<file path="config.mk">
export PLATFORM = sky130hd
export DESIGN_NAME = burst_seq_counter
export DESIGN_NICKNAME = d
export VERILOG_FILES = /design/src/rtl/burst_seq_pkg.sv /design/src/rtl/burst_addr_capture.sv /design/src/rtl/burst_step_counter.sv /design/src/rtl/burst_order_gen.sv /design/src/rtl/burst_seq_counter.sv
export SDC_FILE = /design/constraint.sdc
export NUM_CORES = 1
export LEC_CHECK = 0
export ABC_AREA = 1
export BUFFER_PORTS_ARGS = -buffer_cell sky130_fd_sc_hd__buf_2
export CAP_MARGIN = 10
export CORE_UTILIZATION = 43
export CTS_CLUSTER_DIAMETER = 200
export DETAILED_ROUTE_END_ITERATION = 6
export PLACE_DENSITY = 0.77
export SLEW_MARGIN = 5
export SYNTH_ARGS = -nofsm -noshare
export SYNTH_HDL_FRONTEND = slang
export SYNTH_SLANG_ARGS = --single-unit
</file>
<file path="constraint.sdc">
create_clock -name clk -period 1.4 [get_ports clk]
set_clock_uncertainty 0.2 [all_clocks]
set_input_delay 0.07 -clock clk [delete_from_list [all_inputs] [get_ports clk]]
set_output_delay 0.07 -clock clk [all_outputs]
set_load 0.01 [all_outputs]
</file>
<file path="src/rtl/burst_seq_pkg.sv">
// Shared types for the burst address sequencer.
// Assumes: nothing beyond IEEE 1800-2017.
package burst_seq_pkg;

    // Word ordering inside a burst group; encoding matches the order_sel_i pin
    typedef enum logic {
        ORD_LINEAR      = 1'b0,
        ORD_INTERLEAVED = 1'b1
    } burst_order_e;

endpackage

</file>
<file path="src/rtl/burst_addr_capture.sv">
// Captures the address on a load strobe and splits it into the upper
// part (passed through) and the in-group start offset.
// Assumes: ADDR_W > WORD_BITS; load_i is already the OR of all strobes.
module burst_addr_capture #(
    parameter int ADDR_W    = 16,
    parameter int WORD_BITS = 2
) (
    input  logic                        clk,
    input  logic                        rst_n,
    input  logic                        load_i,
    input  logic [ADDR_W-1:0]           addr_i,
    output logic [ADDR_W-WORD_BITS-1:0] upper_o,
    output logic [WORD_BITS-1:0]        base_o
);

    // Hold captured address; cleared by reset, reloaded on every strobe
    always_ff @(posedge clk) begin
        if (!rst_n) begin
            upper_o <= '0;
            base_o  <= '0;
        end else if (load_i) begin
            upper_o <= addr_i[ADDR_W-1:WORD_BITS];
            base_o  <= addr_i[WORD_BITS-1:0];
        end
    end

endmodule

</file>
<file path="src/rtl/burst_step_counter.sv">
// Running step count of the burst: restarts at zero on a load, increments
// on advance, and wraps naturally at 2**WORD_BITS.
// Assumes: load has priority over advance.
module burst_step_counter #(
    parameter int WORD_BITS = 2
) (
    input  logic                 clk,
    input  logic                 rst_n,
    input  logic                 load_i,
    input  logic                 adv_i,
    output logic [WORD_BITS-1:0] step_o
);

    localparam logic [WORD_BITS-1:0] ONE = WORD_BITS'(1);

    // Restart, advance or hold the step count
    always_ff @(posedge clk) begin
        if (!rst_n)
            step_o <= '0;
        else if (load_i)
            step_o <= '0;
        else if (adv_i)
            step_o <= step_o + ONE;
    end

endmodule

</file>
<file path="src/rtl/burst_order_gen.sv">
// Combines start offset and step count into the in-group word offset,
// either as a bitwise XOR (interleaved) or a modular sum (linear).
// Assumes: purely combinational; order_i is static during a burst.
module burst_order_gen
    import burst_seq_pkg::*;
#(
    parameter int WORD_BITS = 2
) (
    input  logic [WORD_BITS-1:0] base_i,
    input  logic [WORD_BITS-1:0] step_i,
    input  burst_order_e         order_i,
    output logic [WORD_BITS-1:0] ofs_o
);

    logic [WORD_BITS-1:0] xor_ofs;
    logic [WORD_BITS-1:0] sum_ofs;

    // Interleaved offset: one XOR per offset bit
    for (genvar b = 0; b < WORD_BITS; b++) begin : g_xor_bit
        assign xor_ofs[b] = base_i[b] ^ step_i[b];
    end

    // Linear offset: sum truncated to the group width
    always_comb sum_ofs = base_i + step_i;

    // Pick the offset for the selected ordering
    always_comb begin
        unique case (order_i)
            ORD_INTERLEAVED: ofs_o = xor_ofs;
            default:         ofs_o = sum_ofs;
        endcase
    end

endmodule

</file>
<file path="src/rtl/burst_seq_counter.sv">
// Top of the burst address sequencer. Either strobe loads a new burst
// start; advance steps through a 2**WORD_BITS word group in linear or
// interleaved order; upper address bits pass through from the capture.
// Assumes: synchronous active-low reset; order_sel_i static while bursting.
module burst_seq_counter
    import burst_seq_pkg::*;
#(
    parameter int ADDR_W    = 16,
    parameter int WORD_BITS = 2
) (
    input  logic                 clk,
    input  logic                 rst_n,
    input  logic                 host_strobe_i,
    input  logic                 ctl_strobe_i,
    input  logic [ADDR_W-1:0]    addr_i,
    input  logic                 advance_i,
    input  logic                 order_sel_i,
    output logic [ADDR_W-1:0]    word_addr_o,
    output logic [WORD_BITS-1:0] burst_pos_o
);

    localparam int UPPER_W = ADDR_W - WORD_BITS;

    logic                 load;
    logic [UPPER_W-1:0]   upper;
    logic [WORD_BITS-1:0] base;
    logic [WORD_BITS-1:0] step;
    logic [WORD_BITS-1:0] ofs;
    burst_order_e         order;

    // Either strobe starts a burst
    always_comb load = host_strobe_i | ctl_strobe_i;

    // Map the mode pin onto the ordering type
    always_comb order = burst_order_e'(order_sel_i);

    burst_addr_capture #(
        .ADDR_W   (ADDR_W),
        .WORD_BITS(WORD_BITS)
    ) capture_i (
        .clk    (clk),
        .rst_n  (rst_n),
        .load_i (load),
        .addr_i (addr_i),
        .upper_o(upper),
        .base_o (base)
    );

    burst_step_counter #(
        .WORD_BITS(WORD_BITS)
    ) step_i (
        .clk   (clk),
        .rst_n (rst_n),
        .load_i(load),
        .adv_i (advance_i),
        .step_o(step)
    );

    burst_order_gen #(
        .WORD_BITS(WORD_BITS)
    ) order_i (
        .base_i (base),
        .step_i (step),
        .order_i(order),
        .ofs_o  (ofs)
    );

    // Assemble the outputs
    always_comb begin
        word_addr_o = {upper, ofs};
        burst_pos_o = step;
    end

endmodule

</file>
==> flow_summary.json <==
{
  "status": "finished, violations left",
  "violations": "DRC, setup timing",
  "placed_cell_area_um2": 926,
  "yosysWarnings": 0,
  "p_clk_share_pct": 29.4,
  "yosys.area_share.simple_pct": 30.9,
  "initial_core_util_pct": 48.3,
  "finalHoldViolCount": 0,
  "clk_pin_slew_ns": 0.11,
  "synth_top_family_by_area": "simple AND/OR/NAND/NOR gates",
  "synth_compound_area_share_pct": 10.5,
  "power.leakage_nw": 0.582,
  "drt_iter0_drc": 17,
  "synth_xor_area_share_pct": 0,
  "rsz0062_at_grt": "yes",
  "setup_violations": 1,
  "arrival_ns": 1.19,
  "core_um2": 1580,
  "final_cell_area_um2": 1170,
  "fin_crit_ns": 1.46,
  "cts_tree": "yes",
  "place_congestion": 0.657,
  "dpl.hpwl_mm": 1.09,
  "hp-class": "input pin to flip-flop",
  "grt_overflow": 0,
  "synth_fa_ha_area_share_pct": 1.64,
  "slew_headroom_pct": 74.8,
  "cts_buffers": 3,
  "power.density_nw_per_um2": 940,
  "numPlacedInstances": 146,
  "worst_setup_path_end_kind": "output port",
  "routed_wl_mm": 1.88,
  "grt_pass1_vias": 720,
  "setup_ws_ns": -0.0562,
  "p_int_w": 0.000814,
  "synth_seq_area_share_pct": 47.3,
  "wl_per_cell_um": 11.1,
  "syn_area_per_cell_um2": 7.86,
  "synth.distinct_cells": 17,
  "maxCapViolations": 0,
  "drive_gt1_share_pct": 33.3,
  "required_ns": 1.13,
  "antenna_found_initial": 0,
  "slew_viol_final": 0,
  "row_count": 14,
  "fmax_ghz": 0.687,
  "worst_slew_pin_slew_ns": 0.378,
  "hold_depth": 3,
  "htreeDepth": 1,
  "antennaDiodeCount": 0,
  "pre_cts_slack_ns": 0.200,
  "cp_slowest_cell": "dfxtp_2",
  "syn_nets": 120,
  "io_buffer_count": 39,
  "clk-insertion-delay-late_ns": 0.28,
  "crit_path_cell_trace": "ha_4 -> inv_2 -> nor2_1 -> nand3_1 -> nand2_1 -> inv_1 -> buf_6",
  "area_delta_synth_final_pct": 53.7,
  "dr.pass1.iters": 6,
  "fin_crit_sh_pct": 104,
  "chipWidth_um": 44.1,
  "grt_pass1_wl_mm": 3.03,
  "crit_family": "flip-flops",
  "die_area_um2": 1940,
  "grt_max_degree": 18,
  "ys_ff_latch": 18,
  "track_usage_pct": 20.9,
  "r2r_cells": 6,
  "mappedNetlistArea_um2": 762,
  "pwr-share-comb_pct": 19.2,
  "clock_sinks": 18,
  "syn_inst": 97,
  "drc_errors": 2,
  "finalNonFillerCells": 169,
  "worst-path-buf-inv": 3,
  "ios": 40,
  "vias": 832,
  "muxShareOfSynthArea_pct": 0,
  "die_y_um": 44.1,
  "worst_ir_drop_vdd_uv": 734,
  "root_buffer": "clkbuf_4",
  "worstSetupPathDepth": 7,
  "crit_fanout": 2,
  "nNetsFinal": 177,
  "cts_buffer_depth": 2,
  "max_stage_delay_ns": 0.37,
  "vias_per_cell": 4.92,
  "power_switching_w": 0.000286,
  "crit_type": "flip-flop to output port",
  "netSwitchingFraction_pct": 26.0,
  "startpoint_type": "flip-flop",
  "antenna_left": 0,
  "pwr-share-seq_pct": 51.4
}
## Yosys cell counts (all sizes together)
| cell | n | area [um2] |
|---|---|---|
| nor2 | 20 | 91.3 |
| nand3 | 2 | 10.0 |
| nor3 | 17 | 90.1 |
| o21ai | 16 | 80.1 |
| clkbuf | 1 | 7.51 |
| nand2 | 11 | 43.8 |
| dfxtp | 18 | 360 |
| ha | 1 | 12.5 |
| inv | 6 | 22.5 |
| buf | 5 | 43.8 |
## power by group through the flow
| stage | Combinational, W | Sequential (W) | Clock [W] |
|---|---|---|---|
| 2_1_floorplan | 0.0000866 | 0.000590 | 0 |
| 3_3_place_gp | 0.000160 | 0.000574 | 0 |
| 3_5_place_dp | 0.000163 | 0.000575 | 0 |
| 4_1_cts | 0.000205 | 0.000565 | 0.000324 |
| 5_1_grt | 0.000232 | 0.000570 | 0.000342 |
| 6_report | 0.000211 | 0.000565 | 0.000324 |
## per-layer routing
metal | vias up | share of wire [%] | global-route usage, % | wire [um]
li1 | 431 | - | - | -
met1 | 364 | 42 | 24.9 | 794
met2 | 35 | 53 | 37.9 | 991
met3 | 2 | 4.6 | 2.86 | 87
met4 | 0 | 0.53 | 7.27 | 10
met5 | - | 0 | 0 | 0
## cell usage in the layout (no fill, tap or decap)
cell type,synthesis,layout
buf_2,2,38
buf_4,1,1
buf_6,1,1
clkbuf_4,1,3
clkbuf_8,0,1
dfxtp_1,18,16
dfxtp_2,0,2
dlygate4sd3_1,0,18
ha_4,0,1
inv_1,6,5
inv_2,0,1
nand2_1,10,10
nand2_2,1,1
nand3_1,2,2
nor2_1,19,19
nor2_8,1,1
nor3_1,16,16
nor3_2,1,1
o21ai_0,15,15
o21ai_1,1,1
## registers in the layout (all words and copies together), names as in the netlist
name               flops
capture_i.base_o       2
step_i.step_o          2
capture_i.upper_o     14
## worst min-delay path, cell delays in order
cell and delay, ns:
buf_2 0.22, nor3_1 0.17, nor2_1 0.06
## logic make-up after synthesis
group,Yosys count
AOI/OAI and AO/OA,16
adders and majority gates,1
buffers and inverters,12
DFF,18
and+or+nand+nor,50
## layout make-up
cell class,count,area (um2)
flip-flops and latches,18,363
fillers,120,405
inverters,6,22.5
clock buffers,4,36.3
repair buffers,58,389
multi-input cells,67,340
well taps,16,20.0
## metrics by stage
step           TNS, ns  total power [W]  util, %  hold slack, ns
2_1_floorplan        0         0.000676        -         0.00571
4_1_cts        -0.0413          0.00109     73.9          0.0452
5_1_grt         -0.118          0.00114     74.3          0.0661
3_3_place_gp         0         0.000735     58.7           0.111
6_report       -0.0562          0.00110     74.3          0.0482
3_5_place_dp         0         0.000739     58.7           0.124
## final timing paths
| kind | end | slack [ns] | from |
|---|---|---|---|
| worst max-delay path | word_addr_o[1] | -0.06 | capture_i.base_o[0]$_SDFFE_PN0P_ |
| worst min-delay path | capture_i.base_o[0]$_SDFFE_PN0P_ | 0.05 | host_strobe_i |
| worst max register to register | step_i.step_o[1]$_SDFFE_PP0P_ | 0.35 | step_i.step_o[0]$_SDFFE_PP0P_ |
| worst min register to register | capture_i.upper_o[10]$_SDFFE_PN0P_ | 0.30 | capture_i.upper_o[10]$_SDFFE_PN0P_ |
## timing repair
item / CTS / global route
endpoints found under the setup margin: 1 / 1
hold buffers: 18 / 0
setup buffers: 1 / 0
endpoints found under the hold margin: 18 / 0
cloned: 0 / 0
resized for setup: 5 / 1
Power figures use the tool's default switching activity.
